==> src/rtl/sbus_pkg.sv <==
package sbus_pkg;
  localparam logic [7:0] A_CTRL   = 8'h30;
  localparam logic [7:0] A_STAT   = 8'h31;
  localparam logic [7:0] A_FREQ   = 8'h32;
  localparam logic [7:0] A_NOTONE = 8'h33;
  localparam logic [7:0] A_TONE1  = 8'h34;
  localparam logic [7:0] A_TONE2  = 8'h35;
  localparam logic [7:0] A_GPT    = 8'h36;

  typedef enum logic [1:0] {PH_ADDR, PH_WRITE, PH_READ, PH_DROP} phase_t;
endpackage

==> src/rtl/sbus_sync.sv <==
module sbus_sync #(
  parameter int         W      = 1,
  parameter int         STAGES = 2,
  parameter logic [W-1:0] RSTV = '0
) (
  input  logic         clk,
  input  logic         rst,
  input  logic [W-1:0] d,
  output logic [W-1:0] q
);
  logic [W-1:0] st [STAGES];

  always_ff @(posedge clk) begin
    if (rst) begin
      for (int i = 0; i < STAGES; i++) st[i] <= RSTV;
    end else begin
      st[0] <= d;
      for (int i = 1; i < STAGES; i++) st[i] <= st[i-1];
    end
  end

  assign q = st[STAGES-1];
endmodule

==> src/rtl/sbus_framer.sv <==
module sbus_framer #(
  parameter int BITS = 8
) (
  input  logic            clk,
  input  logic            rst,
  input  logic            cs_act,
  input  logic            sclk_s,
  input  logic            din_s,
  output logic            sclk_rise,
  output logic            sclk_fall,
  output logic            byte_valid,
  output logic [BITS-1:0] byte_data
);
  localparam int CW = $clog2(BITS);

  logic          sclk_d;
  logic [CW-1:0] cnt;
  logic [BITS-1:0] sh;

  always_ff @(posedge clk) begin
    if (rst) sclk_d <= 1'b0;
    else     sclk_d <= sclk_s;
  end

  assign sclk_rise = cs_act &  sclk_s & ~sclk_d;
  assign sclk_fall = cs_act & ~sclk_s &  sclk_d;

  // partial byte is dropped whenever chip select is inactive
  always_ff @(posedge clk) begin
    if (rst || !cs_act) begin
      cnt        <= '0;
      sh         <= '0;
      byte_valid <= 1'b0;
      if (rst) byte_data <= '0;
    end else begin
      byte_valid <= 1'b0;
      if (sclk_rise) begin
        sh <= {sh[BITS-2:0], din_s};
        if (cnt == CW'(BITS-1)) begin
          cnt        <= '0;
          byte_valid <= 1'b1;
          byte_data  <= {sh[BITS-2:0], din_s};
        end else begin
          cnt <= cnt + 1'b1;
        end
      end
    end
  end
endmodule

==> src/rtl/sbus_irq.sv <==
module sbus_irq #(
  parameter int NSRC = 3
) (
  input  logic            clk,
  input  logic            rst,
  input  logic [NSRC-1:0] ev,
  input  logic            clr,
  input  logic [NSRC-1:0] clr_mask,
  input  logic            en_all,
  input  logic [NSRC-1:0] src_dis,
  output logic [NSRC-1:0] flags,
  output logic            irq_drive
);
  always_ff @(posedge clk) begin
    if (rst) begin
      flags     <= '0;
      irq_drive <= 1'b0;
    end else begin
      flags     <= (flags & ~(clr ? clr_mask : '0)) | ev;
      irq_drive <= en_all & |(flags & ~src_dis);
    end
  end
endmodule

==> src/rtl/sbus_slave.sv <==
module sbus_slave import sbus_pkg::*; #(
  parameter int WBYTES = 2,
  parameter int FBYTES = 2
) (
  input  logic                  clk,
  input  logic                  rst,
  input  logic                  sclk_in,
  input  logic                  csn_in,
  input  logic                  cmd_in,
  input  logic                  logic_in,
  input  logic                  ev_gpt,
  input  logic                  ev_notone,
  input  logic                  ev_meas,
  input  logic [8*FBYTES-1:0]   rx_freq,
  output logic                  reply_d,
  output logic                  reply_en,
  output logic                  irq_drive,
  output logic [7:0]            ctrl_q,
  output logic [8*WBYTES-1:0]   notone_q,
  output logic [8*WBYTES-1:0]   tone1_q,
  output logic [8*WBYTES-1:0]   tone2_q,
  output logic [8*WBYTES-1:0]   gpt_q
);
  localparam int DW  = 8 * WBYTES;
  localparam int FW  = 8 * FBYTES;
  localparam int RW  = (FW > 8) ? FW : 8;
  localparam int BCW = $clog2(RW + 1);
  localparam int IW  = $clog2(WBYTES + 1);

  logic sclk_s, csn_s, cmd_s, logic_s, cs_act;
  sbus_sync #(.W(4), .STAGES(2), .RSTV(4'b0100)) u_sync (
    .clk(clk), .rst(rst),
    .d({logic_in, csn_in, sclk_in, cmd_in}),
    .q({logic_s, csn_s, sclk_s, cmd_s})
  );
  assign cs_act = ~csn_s;

  logic       sclk_rise, sclk_fall, byte_valid;
  logic [7:0] byte_data;
  sbus_framer #(.BITS(8)) u_frm (
    .clk(clk), .rst(rst), .cs_act(cs_act), .sclk_s(sclk_s), .din_s(cmd_s),
    .sclk_rise(sclk_rise), .sclk_fall(sclk_fall),
    .byte_valid(byte_valid), .byte_data(byte_data)
  );

  phase_t          phase;
  logic [7:0]      addr;
  logic [IW-1:0]   idx;
  logic [DW-1:0]   wacc;
  logic            load_pend, stat_pend, clr_pulse;
  logic [2:0]      clr_mask, flags;
  logic [RW-1:0]   rsh, ld_val;
  logic [BCW-1:0]  rbits, ld_cnt;
  logic [DW+7:0]   cat;
  logic [DW-1:0]   wr_val;
  logic            last_w, wr_fire, addr_wr, addr_rd;
  logic [7:0]      stat_byte;

  assign cat       = {wacc, byte_data};
  assign wr_val    = cat[DW-1:0];
  assign last_w    = (addr == A_CTRL) ? (idx == '0) : (idx == IW'(WBYTES - 1));
  assign wr_fire   = cs_act && byte_valid && (phase == PH_WRITE) && last_w;
  assign addr_wr   = (byte_data == A_CTRL) || (byte_data == A_NOTONE) ||
                     (byte_data == A_TONE1) || (byte_data == A_TONE2) ||
                     (byte_data == A_GPT);
  assign addr_rd   = (byte_data == A_STAT) || (byte_data == A_FREQ);
  assign stat_byte = {4'b0000, logic_s, flags};

  always_comb begin
    ld_val = '0;
    if (addr == A_STAT) begin
      ld_val[RW-1 -: 8] = stat_byte;
      ld_cnt            = BCW'(7);
    end else begin
      ld_val[RW-1 -: FW] = rx_freq;
      ld_cnt             = BCW'(FW - 1);
    end
  end

  // transaction sequencing and reply shifting
  always_ff @(posedge clk) begin
    if (rst || !cs_act) begin
      phase     <= PH_ADDR;
      addr      <= '0;
      idx       <= '0;
      wacc      <= '0;
      load_pend <= 1'b0;
      stat_pend <= 1'b0;
      clr_pulse <= 1'b0;
      clr_mask  <= '0;
      rsh       <= '0;
      rbits     <= '0;
      reply_d   <= 1'b0;
      reply_en  <= 1'b0;
    end else begin
      clr_pulse <= 1'b0;
      if (byte_valid) begin
        unique case (phase)
          PH_ADDR: begin
            addr <= byte_data;
            idx  <= '0;
            wacc <= '0;
            if (addr_wr) phase <= PH_WRITE;
            else if (addr_rd) begin
              phase     <= PH_READ;
              load_pend <= 1'b1;
            end else phase <= PH_DROP;
          end
          PH_WRITE: begin
            wacc <= wr_val;
            idx  <= idx + 1'b1;
            if (last_w) phase <= PH_DROP;
          end
          default: ;
        endcase
      end
      if (sclk_fall && phase == PH_READ) begin
        if (load_pend) begin
          load_pend <= 1'b0;
          reply_d   <= ld_val[RW-1];
          rsh       <= ld_val << 1;
          rbits     <= ld_cnt;
          reply_en  <= 1'b1;
          stat_pend <= (addr == A_STAT);
          clr_mask  <= flags;
        end else if (rbits != '0) begin
          reply_d <= rsh[RW-1];
          rsh     <= rsh << 1;
          rbits   <= rbits - 1'b1;
        end else begin
          reply_en <= 1'b0;
        end
      end
      if (sclk_rise && reply_en && rbits == '0 && stat_pend) begin
        clr_pulse <= 1'b1;
        stat_pend <= 1'b0;
      end
    end
  end

  always_ff @(posedge clk) begin
    if (rst) begin
      ctrl_q   <= '0;
      notone_q <= '0;
      tone1_q  <= '0;
      tone2_q  <= '0;
      gpt_q    <= '0;
    end else if (wr_fire) begin
      unique case (addr)
        A_CTRL:   ctrl_q   <= byte_data;
        A_NOTONE: notone_q <= wr_val;
        A_TONE1:  tone1_q  <= wr_val;
        A_TONE2:  tone2_q  <= wr_val;
        A_GPT:    gpt_q    <= wr_val;
        default:  ;
      endcase
    end
  end

  sbus_irq #(.NSRC(3)) u_irq (
    .clk(clk), .rst(rst),
    .ev({ev_meas, ev_notone, ev_gpt}),
    .clr(clr_pulse), .clr_mask(clr_mask),
    .en_all(ctrl_q[7]),
    .src_dis({ctrl_q[6], ctrl_q[6], ctrl_q[5]}),
    .flags(flags), .irq_drive(irq_drive)
  );
endmodule

==> config.mk <==
export PLATFORM = sky130hd
export DESIGN_NAME = sbus_slave
export DESIGN_NICKNAME = d
export VERILOG_FILES = /design/src/rtl/sbus_pkg.sv /design/src/rtl/sbus_sync.sv /design/src/rtl/sbus_framer.sv /design/src/rtl/sbus_irq.sv /design/src/rtl/sbus_slave.sv
export SDC_FILE = /design/constraint.sdc
export NUM_CORES = 1
export LEC_CHECK = 0
export ABC_AREA = 1
export CELL_PAD_IN_SITES_DETAIL_PLACEMENT = 1
export CELL_PAD_IN_SITES_GLOBAL_PLACEMENT = 1
export CORE_UTILIZATION = 35
export DETAILED_ROUTE_END_ITERATION = 7
export PLACE_DENSITY_LB_ADDON = 0.1
export SLEW_MARGIN = 20
export SYNTH_ARGS = -nofsm -noshare
export SYNTH_HDL_FRONTEND = slang
export SYNTH_SLANG_ARGS = --single-unit
==> constraint.sdc <==
create_clock -name clk -period 5 [get_ports clk]
set_input_delay 1.25 -clock clk [delete_from_list [all_inputs] [get_ports clk]]
set_output_delay 1.25 -clock clk [all_outputs]
set_load 0.03 [all_outputs]
Word level (Yosys, flattened, before mapping)
Memories as Yosys holds them, arrays and structs flattened. Index checks and enable logic that the tools add are counted. Widths: inputs -> output; s select.

Divide/modulo/power cells: 0. Shifts and indexed selects: 0. Bitwise logic cells: 16. Add/subtract/negate cells: 3. $mul: 0. Mux-type cells: 37. Eq/ne operators: 20. Reduce and logical (&&, ||, !) cells: 36. $lt $le $gt $ge: 0.

Operators with widths (count): $eq 8x6->1 const B (13); $mux 8 (6); $mux 16 (2); $reduce_and 2->1 (10); $mux 1 (17); $pmux 8 s2 (1); $mux 4 (3); $mux 5 (2); $pmux 2 s2 (2); $reduce_bool 2->1 (4); $logic_and 1x1->1 (7); $and 3x3->3 (2); $logic_or 1x1->1 (6); $mux 3 (2); $ne 2x2->1 const B (3); $not 3->3 (2); $reduce_and 3->1 (2); $and 1x1->1 (5); $logic_not 5->1 (1); $reduce_bool 5->1 (1); $sub 5x1->5 const B (1); $eq 2x1->1 const B (2); $logic_not 2->1 (2); $mux 2 (2); 9 further kinds (14).

Bits in registers: 145. Latch bits: 0. Memories: 1. Word-level logic and storage cells: 137. Memory bits (writable): 8. Memory bits (read-only): 0. Output and inout bits: 75.

Memory list: u_sync.st (words 2, bits a word 4, read ports 2, clocked after memory_dff 0, write ports 2, RTL line sbus_sync.sv:11) `logic [W-1:0] st [STAGES];`.

Depth between registers and ports, before layout
Gate-level depths: netlist of run 1.

Depth in word-level cells: 10. Depth in mapped cells: 12. Gate-level depth less buffers: 11.

Hierarchy
A second synthesis of run 1 with hierarchy kept.

Cells, all modules: 938. Area total of the unflattened synthesis: 6671.4 sq um.

Modules (own cells, without submodules): sbus_slave (area an instance 5432.7 sq um, cells an instance 786, times used 1); sbus_framer (area an instance 824.5 sq um, cells an instance 99, times used 1); sbus_sync (area an instance 254.0 sq um, cells an instance 29, times used 1); sbus_irq (area an instance 160.2 sq um, cells an instance 24, times used 1).

Worst setup path before layout of run 1
OpenSTA, ideal clock, no wires.

Path kind: input to register. Start point: in rst. End point: reg u_frm.byte_data[0], enable pin. Data required time: 4.643 ns. Arrival: 1.966 ns. Stages: 3. Buffers on the path: 1. Slack: 2.677 ns. Cell sequence: inv_2 clkbuf_1 o21ai_0.

Cells in the longest elaborated chain, start to end: 3. Elaborated cells on any way between the ends: 5. Those cells by class: eq/ne: 1; reduce/logical: 4.

RTL lines: from (decl) (RTL line sbus_slave.sv:6) `input logic rst,`; $logic_or 1x1->1 (RTL line sbus_framer.sv:30) `if (rst || !cs_act) begin`; $ne 2x2->1 (no source line) / $reduce_bool 2->1 (equally long branches); $reduce_and 3->1 (no source line) *; to (signal assigned) (RTL line sbus_framer.sv:42) `byte_data <= {sh[BITS-2:0], din_s};`; to (decl) (RTL line sbus_framer.sv:12) `output logic [BITS-1:0] byte_data`.

Every way passes the cells marked *; elsewhere a longest branch is shown, timed or not. A chain may end at the register's enable or synchronous reset.

Worst setup path after layout of run 1
Start point: reg reply_en. End point: out reply_en.

RTL lines: from (decl) (RTL line sbus_slave.sv:16) `output logic reply_en,`; from (signal assigned) (RTL line sbus_slave.sv:94) `reply_en <= 1'b0;`; from (signal assigned) (RTL line sbus_slave.sv:123) `reply_en <= 1'b1;`; from (signal assigned) (RTL line sbus_slave.sv:131) `reply_en <= 1'b0;`.

No word-level cell between the ends.

==> metrics.md, run 1 <==
| Metric | Value |
|---|---|
| Nature of the critical path startpoint | `flip-flop` |
| PD cells | `316 nW/um^2` |
| Outcome | `finished clean` |
| Count of cell types in the netlist | `32` |
| Critical Path Start | `reply_en$_SDFFE_PP0P_` |
| CP Max Fanout | `3` |
| Fin nets | `985` |
| CTS tree | `done` |
| Multi-input logic area | `2750 um^2` |
| Tmin final | `2.78 ns` |
| R2R depth | `9` |
| Drt first pass iters | `4` |
| Maximum VDD drop | `0.243 mV` |
| Worst-path clk slew | `0.06 ns` |
| GR Util All Layers | `18.8%` |
| Vias in the first global route | `5,673` |
| Count of input and output buffers | `99` |
| Worst rel slew slack | `34.1%` |
| Final setup fails | `0` |
| Antenna fix cells | `0` |
| Antenna violations before repair | `0` |
| Worst-Margin Slew | `0.985 ns` |
| Remaining DRCs | `0` |
| Slowest cell on crit path | `clkdlybuf4s50_1` |
| Grt ovf | `0` |
| Crit path kind | `reg2out` |
| Area delta synth->final | `25.6%` |
| Reg2Reg Setup Slack | `2.34 ns` |
| CTS max path bufs | `2` |
| Hold slack final | `0.405 ns` |
| Largest net degree at the start of global routing | `73` |
| Synthesis-stage register bit count | `152` |
| Starting Density | `35.9%` |
| CP arrival | `1.53 ns` |
| Setup repair bufs after CTS | `0` |
| Cell family with most CP delay | `buffers and inverters` |
| Worst-Skew Late Latency | `0.43 ns` |
| FF-to-FF End | `gpt_q[0]$_SDFFE_PP0P_` |
| Critical path capture point type | `output port` |
| Die area | `19,000 um^2` |
| Core Region | `18,000 um^2` |
| Drt wl/cell | `14.7 um` |
| Mapped Cells | `881` |
| Synth Warn # | `0` |
| Worst path required time | `3.75 ns` |
| Worst path cell trace | `clkdlybuf4s50_1` |
| Sequential cell area | `3120 um^2` |
| CP Capture Point | `reply_en` |
| Clock Sinks | `152` |
| Iter 0 DRT Violations | `293` |
| Post-synth EDFFs | `8` |
| Hold WC Path Type | `reg2reg` |
| Predominant post-synthesis flop cell | `dfxtp_1` |
| Hold Path Stages | `2` |
| Avg Vias per Cell | `4.87` |
| CTS Buf Count | `17` |
| Drt total wl | `17,600 um` |
| Post_cts resized | `0` |
| CTS hold repair buffers | `0` |
| Setup_tns | `0 ns` |
| Leakage power | `3.17 nW` |
| FF-to-FF Start | `phase[0]$_SDFFE_PP0P_` |
| Max_cap viols | `0` |
| Chip height | `138 um` |
| CP peak stage delay | `0.71 ns` |
| CP Depth | `1` |
| Register area share after synthesis | `48.2%` |
| Layout cells sized above 1 | `7.35%` |
| Synthesized area | `6470 um^2` |
| Post-synth net total | `912` |
| Chip width | `138 um` |
| Total number of vias | `5,819` |
| Io pins | `100` |
| Tot Pwr | `0.00257 W` |
| Clock skew | `0.00845 ns` |
| Global-route wire length before repair | `29,000 um` |
| Post-route antenna net violation count | `0` |
| Async S/R FF share, synth | `0%` |
| H-tree levels | `4` |
| Fill count | `2,241` |
| # rows | `49` |
| Final-report hold violation count | `0` |
| Gp weighted congestion | `0.763` |
| Buf/Inv on CP | `1` |
| Clk root buf | `clkbuf_16` |
| Syn Area/Cell | `7.35 um^2` |
| Number of slew-limit violations in the final report | `0` |
| Post-DP HPWL | `11,700 um` |
| Tcrit/Tclk final | `55.6%` |
| RSZ-0062 raised after global routing | `no` |
| F_max | `360 MHz` |
## worst min path at each step
stage / startpoint / endpoint / slack [ns]
finish: u_sync.st[0][1]$_SDFF_PP0_ / u_sync.st[0][5]$_SDFF_PP0_ / 0.41
global route: u_sync.st[0][2]$_SDFF_PP1_ / u_sync.st[0][6]$_SDFF_PP1_ / 0.43
CTS: u_sync.st[0][1]$_SDFF_PP0_ / u_sync.st[0][5]$_SDFF_PP0_ / 0.41
detailed placement: u_sync.st[0][1]$_SDFF_PP0_ / u_sync.st[0][5]$_SDFF_PP0_ / 0.40
global placement: u_sync.st[0][0]$_SDFF_PP0_ / u_sync.st[0][4]$_SDFF_PP0_ / 0.40
floorplan: u_sync.st[0][0]$_SDFF_PP0_ / u_sync.st[0][4]$_SDFF_PP0_ / 0.39
## cell usage in the layout, fill, tap and decap left out, types with 2 or more instances in the layout
cell,n
a21oi_1,62
o21bai_1,3
clkbuf_8,3
nand2_1,169
clkbuf_1,3
nor2_4,5
ha_1,6
a211oi_1,2
inv_1,87
nand4_1,68
dfxtp_1,144
nand3_1,31
buf_4,6
nor3_1,3
bufinv_16,2
o21ai_1,2
nor2_1,177
nor3_4,2
clkinv_2,3
o211ai_1,8
edfxtp_1,8
or2_2,3
clkdlybuf4s50_1,99
inv_2,9
o21ai_0,21
clkinvlp_4,2
clkbuf_16,17
nor2_2,14
## flip-flops by register name, indices dropped and copies added, names as in the netlist, 15 cells and up
register / count
tone2_q: 16
tone1_q: 16
notone_q: 16
rsh: 15
gpt_q: 16
## Yosys cell counts (2+ instances only)
cell type	number	area (um^2)
nand2_1	169	634
nor3_1	3	15.0
nor2_1	177	664
nor2_2	15	93.8
nor3_4	2	32.5
ha_1	6	75.1
nor2_4	4	45.0
a21oi_1	62	310
buf_2	14	70.1
nand4_1	68	425
clkbuf_1	27	101
inv_2	9	33.8
edfxtp_1	8	240
nand3_1	31	155
o21bai_1	3	22.5
buf_6	3	33.8
o21ai_0	22	110
a211oi_1	2	15.0
dfxtp_1	144	2880
or2_2	3	18.8
inv_1	87	327
buf_1	5	18.8
o211ai_1	8	60.1
## power breakdown
group,leakage (nW),internal (W),switching (W)
Sequential,1.24,0.00123,0.00000628
Combinational,1.65,0.0000295,0.0000398
Clock,0.279,0.000769,0.000497
## stage by stage
| stage | cell area (um^2) | cells | setup WS (ns) | utilization, % |
|---|---|---|---|---|
| 6_report | 8130 | 1195 | 2.22 | 45.1 |
| 5_1_grt | 8130 | 1195 | 2.12 | 45.1 |
| 4_1_cts | 8130 | 1195 | 2.21 | 45.1 |
| 3_5_place_dp | 7550 | 1164 | 1.91 | 41.9 |
| 3_3_place_gp | 7550 | 1164 | 1.94 | 41.9 |
| 2_1_floorplan | 6470 | 881 | 2.68 | - |
## routing by layer
| layer | vias up | track usage [%] | share of wire, % |
|---|---|---|---|
| met2 | 105 | 29.9 | 45 |
| met5 | - | 0 | 0 |
| li1 | 2974 | - | - |
| met3 | 21 | 3.64 | 3.4 |
| met1 | 2719 | 25.3 | 50 |
| met4 | 0 | 6.25 | 1.4 |
## worst min-delay path: cells and delay by family, from the launching register on
family        cells  cell delay (ns)
buf+inv           1             0.04
flops             1             0.29
simple gates      1             0.03
## cell type report
| class | count | share of cell area [%] |
|---|---|---|
| flip-flops and latches | 152 | 38.4 |
| multi-input cells | 582 | 33.8 |
| repair buffers | 105 | 12.7 |
| clock buffers | 23 | 5.88 |
| inverters | 96 | 4.43 |
| well taps | 229 | 3.52 |
| clock inverters | 8 | 1.19 |
## cell families after synthesis
| logic type | after synthesis | share of synthesized area, % |
|---|---|---|
| fa+ha+maj | 6 | 1.16 |
| flops | 152 | 48.2 |
| xor+xnor | 1 | 0.135 |
| simple gates | 476 | 32.9 |
| compound gates | 99 | 8.18 |
| buf+inv | 147 | 9.37 |
No activity file was read; power rests on OpenSTA's default activity.
==> run 2: changes to the inputs <==
clock period = 2.4 ns   (was 5 ns; I/O delays follow)
==> run 2 against run 1 <==
Compared with the run above:
- die area did not move
- register-to-register slack got worse by 1.7 ns
- wire length up 0.81%
- worst hold slack about the same
- utilization is 1.0 points higher
- critical path depth did not move
- largest cell class unchanged
- largest power group unchanged
- highest routed layer unchanged
==> metrics.md, run 2 (same netlist as run 1, synthesis figures left out) <==
| Metric | Value |
|---|---|
| GRT busiest layer | `met2` |
| Worst rel slew slack | `48.7%` |
| CTS hold repair buffers | `0` |
| Iter 0 DRT Violations | `337` |
| CP arrival | `1.49 ns` |
| CP Max Fanout | `3` |
| Fin nets | `997` |
| Fill count | `2,261` |
| CTS Buf Count | `17` |
| Tmin final | `2.09 ns` |
| Crit path kind | `reg2out` |
| RSZ-0062 raised after global routing | `no` |
| Total number of vias | `5,882` |
| Cell family with most CP delay | `buffers and inverters` |
| Tcrit/Tclk final | `87.1%` |
| H-tree levels | `4` |
| Worst-Margin Slew | `0.765 ns` |
| Worst path cell trace | `clkdlybuf4s50_1` |
| GR Util met2 | `30.6%` |
| Core Region | `18,000 um^2` |
| Io pins | `100` |
| Worst-path clk slew | `0.06 ns` |
| Drt first pass iters | `4` |
| Worst path required time | `1.80 ns` |
| Remaining DRCs | `0` |
| CP peak stage delay | `0.69 ns` |
| # rows | `49` |
| Post_cts resized | `0` |
| Critical path capture point type | `output port` |
| Combinational share of power | `2.7%` |
| Count of input and output buffers | `99` |
| Leakage power | `3.27 nW` |
| Post-route antenna net violation count | `0` |
| Clock skew | `0.00736 ns` |
| GR Util All Layers | `19.7%` |
| M1 GR Usage | `27.2%` |
| PD cells | `661 nW/um^2` |
| CTS tree | `done` |
| Outcome | `finished clean` |
| Antenna fix cells | `0` |
| Number of slew-limit violations in the final report | `0` |
| Starting Density | `35.9%` |
| Clock Sinks | `152` |
| Maximum VDD drop | `0.479 mV` |
| Setup_tns | `0 ns` |
| Global-route wire length before repair | `30,100 um` |
| Post-DP HPWL | `11,800 um` |
| P_sw | `0.00114 W` |
| Worst-Skew Late Latency | `0.43 ns` |
| Buf/Inv on CP | `1` |
| Int Pwr | `0.00435 W` |
| Setup repair bufs after CTS | `0` |
| Largest net degree at the start of global routing | `73` |
| Final setup fails | `0` |
| Sequential fraction of design power | `46.8%` |
| Area delta synth->final | `28.4%` |
| Antenna violations before repair | `0` |
| Layout cells sized above 1 | `8.68%` |
| Drt total wl | `17,700 um` |
| Final Core Density | `46.1%` |
| Chip width | `138 um` |
| Chip height | `138 um` |
| Tot Pwr | `0.00549 W` |
| Commonest non-fill, non-tap cell in the layout | `nor2_1` |
| Vias in the first global route | `5,870` |
| Most frequent cells in the layout | `nor2_1 (177), nand2_1 (169), dfxtp_1 (144), clkdlybuf4s50_1 (99), inv_1 (87)` |
| Drt wl/cell | `14.7 um` |
| Avg Vias per Cell | `4.87` |
| Switching Fraction | `20.8%` |
| Met3 Use GR | `4.47%` |
| Final-report hold violation count | `0` |
| Die area | `19,000 um^2` |
| Clk root buf | `clkbuf_16` |
| Nature of the critical path startpoint | `flip-flop` |
| Clock power share | `50.4%` |
| Max_cap viols | `0` |
| Grt ovf | `0` |
| Hold WC Path Type | `reg2reg` |
| Gp weighted congestion | `0.764` |
| CTS max path bufs | `2` |
| F_max | `478 MHz` |
| Slowest cell on crit path | `clkdlybuf4s50_1` |
## run 2: routing by layer
layer,vias up,part of all wire [%]
met1,2767,50
met5,-,0
met4,0,1.2
met3,17,3.7
li1,2991,-
met2,107,45
## run 2: worst paths after layout
check	start	to	slack (ns)	cells after the start
setup / recovery	ctrl_q[6]$_SDFFE_PP0P_	ctrl_q[6]	0.31	1
hold / removal	u_sync.st[0][0]$_SDFF_PP0_	u_sync.st[0][4]$_SDFF_PP0_	0.40	2
setup reg to reg	phase[0]$_SDFFE_PP0P_	ctrl_q[7]$_SDFFE_PP0P_	0.61	7
hold reg to reg	u_sync.st[0][0]$_SDFF_PP0_	u_sync.st[0][4]$_SDFF_PP0_	0.40	2
## run 2: cell type report
type                       instances  area (um^2)  area share [%]
clock buffer                      25          527            6.34
clock inverter                     7         87.6            1.05
inverter                          96          360            4.34
multi-input combinational        582         2750            33.1
sequential                       152         3120            37.6
tap                              229          287            3.45
timing repair buffer             117         1180            14.2
## run 2: per-stage QoR
step           hold slack (ns)  setup slack, ns  instances  cell area (um^2)
2_1_floorplan            0.388            0.590        881              6470
3_3_place_gp             0.393            0.369       1176              7690
3_5_place_dp             0.396            0.299       1176              7690
4_1_cts                  0.410            0.276       1208              8310
5_1_grt                  0.419            0.243       1208              8310
6_report                 0.405            0.310       1208              8310
## run 2: power groups by stage
stage	clock, W	combinational, W	sequential [W]
floorplan	0	0.0000767	0.00262
global placement	0	0.000152	0.00263
detailed placement	0	0.000153	0.00263
CTS	0.00284	0.000153	0.00257
global route	0.00294	0.000169	0.00257
finish	0.00277	0.000151	0.00257
==> run 3: changes to the inputs <==
==> constraint.sdc (replaced) <==
create_clock -name clk -period 2.4 [get_ports clk]
set_input_delay 0.48 -clock clk [delete_from_list [all_inputs] [get_ports clk]]
set_output_delay 0.48 -clock clk [all_outputs]
set_load 0.03 [all_outputs]
==> run 3 against run 2 <==
Compared with the run above:
- clock skew rose by 0.0028 ns
- worst setup slack better by 0.084 ns
- die area stayed put
- power grew 1.3%
- largest power group unchanged
==> metrics.md, run 3 (same netlist as run 1, synthesis figures left out) <==
| Metric | Value |
|---|---|
| CP peak stage delay | `0.70 ns` |
| Clk root buf | `clkbuf_16` |
| Hold slack final | `0.404 ns` |
| Largest net degree at the start of global routing | `73` |
| Clock Sinks | `152` |
| Total number of vias | `5,757` |
| Worst-Skew Late Latency | `0.42 ns` |
| Final setup fails | `0` |
| CP arrival | `1.53 ns` |
| Slowest cell on crit path | `clkdlybuf4s50_1` |
| Worst path cell trace | `clkdlybuf4s50_1` |
| DP Cell Count | `1,179` |
| Drt total wl | `17,800 um` |
| Iter 0 DRT Violations | `286` |
| R2R depth | `5` |
| Worst-path clk slew | `0.06 ns` |
| Worst setup margin | `0.393 ns` |
| CTS hold repair buffers | `0` |
| FF-to-FF End | `ctrl_q[7]$_SDFFE_PP0P_` |
| H-tree levels | `4` |
| Antenna violations before repair | `0` |
| Non-filler cells in the finished layout | `1,211` |
| CP Max Fanout | `3` |
| Post-route antenna net violation count | `0` |
| Post_cts resized | `0` |
| Setup repair bufs after CTS | `0` |
| Buf/Inv on CP | `1` |
| Setup_tns | `0 ns` |
| RSZ-0062 raised after global routing | `no` |
| Fin nets | `1,000` |
| Gp weighted congestion | `0.747` |
| Hold Path Stages | `2` |
| Area delta synth->final | `28.6%` |
| F_max | `498 MHz` |
| Post-DP HPWL | `12,100 um` |
| Maximum VDD drop | `0.504 mV` |
| FF-to-FF Start | `u_frm.byte_valid$_SDFF_PP0_` |
| Number of slew-limit violations in the final report | `0` |
| Nature of the critical path startpoint | `flip-flop` |
| Leakage power | `3.28 nW` |
| Worst rel slew slack | `62.8%` |
| Max_cap viols | `0` |
| Tcrit/Tclk final | `83.6%` |
| CTS max path bufs | `2` |
| Drt first pass iters | `4` |
| Antenna fix cells | `0` |
| Final Core Density | `46.2%` |
| Starting Density | `35.9%` |
| Global-route wire length before repair | `29,200 um` |
| Pre-CTS WS | `0.553 ns` |
| GR Util All Layers | `19.1%` |
| Tmin final | `2.01 ns` |
| Grt ovf | `0` |
| Vias in the first global route | `5,611` |
| PD cells | `668 nW/um^2` |
| Avg Vias per Cell | `4.75` |
| Sequential cell area | `3120 um^2` |
| CTS Buf Count | `17` |
| Multi-input logic area | `2750 um^2` |
| Hold path start | `u_sync.st[0][0]$_SDFF_PP0_` |
| Chip width | `138 um` |
| Layout cells sized above 1 | `8.96%` |
| Count of input and output buffers | `99` |
| # rows | `49` |
| Critical Path Start | `reply_en$_SDFFE_PP0P_` |
| Hold WC Path Type | `reg2reg` |
| Crit path kind | `reg2out` |
| Worst path required time | `1.92 ns` |
| Fill count | `2,257` |
| Chip height | `138 um` |
| Worst-Margin Slew | `0.558 ns` |
| Drt wl/cell | `14.7 um` |
| Reg2Reg Setup Slack | `0.59 ns` |
| Commonest non-fill, non-tap cell in the layout | `nor2_1` |
| Critical path capture point type | `output port` |
| Outcome | `finished clean` |
| Cell family with most CP delay | `buffers and inverters` |
| Core Region | `18,000 um^2` |
| Die area | `19,000 um^2` |
| Final-report hold violation count | `0` |
| Remaining DRCs | `0` |
| Clock skew | `0.0102 ns` |
| Io pins | `100` |
| Hold Path End | `u_sync.st[0][4]$_SDFF_PP0_` |
| CTS tree | `done` |
| Most frequent cells in the layout | `nor2_1 (177), nand2_1 (169), dfxtp_1 (144), clkdlybuf4s50_1 (99), inv_1 (87)` |
-- run 3: cell count changes in the layout (fill, tap and decap cells not counted), sizes merged --
cell / previous run / this run
clkbuf: 25 / 20
clkinvlp: 1 / 3
bufinv: 2 / 4
clkinv: 4 / 5
buf: 18 / 21
-- run 3: area by class of cell --
class	count	area share (%)
inverters	96	4.33
multi-input cells	582	33.0
clock buffers	20	5.36
well taps	229	3.44
clock inverters	12	2.10
repair buffers	120	14.2
flip-flops and latches	152	37.5
-- run 3: metrics by stage --
step / power, W / area (um^2)
6_report: 0.00556 / 8330
5_1_grt: 0.00575 / 8330
4_1_cts: 0.00563 / 8330
3_5_place_dp: 0.00278 / 7700
3_3_place_gp: 0.00278 / 7700
2_1_floorplan: 0.00270 / 6470
-- run 3: report_power, final --
| group | total (W) | internal, W | switching, W |
|---|---|---|---|
| registers | 0.00257 | 0.00256 | 0.0000135 |
| logic | 0.000151 | 0.0000670 | 0.0000836 |
| clock network | 0.00284 | 0.00176 | 0.00108 |
| total | 0.00556 | 0.00439 | 0.00117 |
-- run 3: worst max path at each step --
stage / depth (start not counted) / slack (ns) / to
3_5_place_dp: 6 / 0.55 / rsh[10]$_SDFFE_PP0P_
3_3_place_gp: 7 / 0.55 / phase[0]$_SDFFE_PP0P_
5_1_grt: 10 / 0.31 / gpt_q[1]$_SDFFE_PP0P_
4_1_cts: 1 / 0.38 / reply_en
6_report: 1 / 0.39 / reply_en
2_1_floorplan: 5 / 0.59 / u_frm.byte_data[0]$_SDFFCE_PP0P_
-- run 3: layer usage --
metal / global-route usage [%] / wire length (um) / vias up
met5: 0 / 0 / -
met2: 30.7 / 8020 / 95
met4: 5.44 / 155 / 0
met3: 4.16 / 638 / 14
li1: - / - / 3001
met1: 25.8 / 8970 / 2647
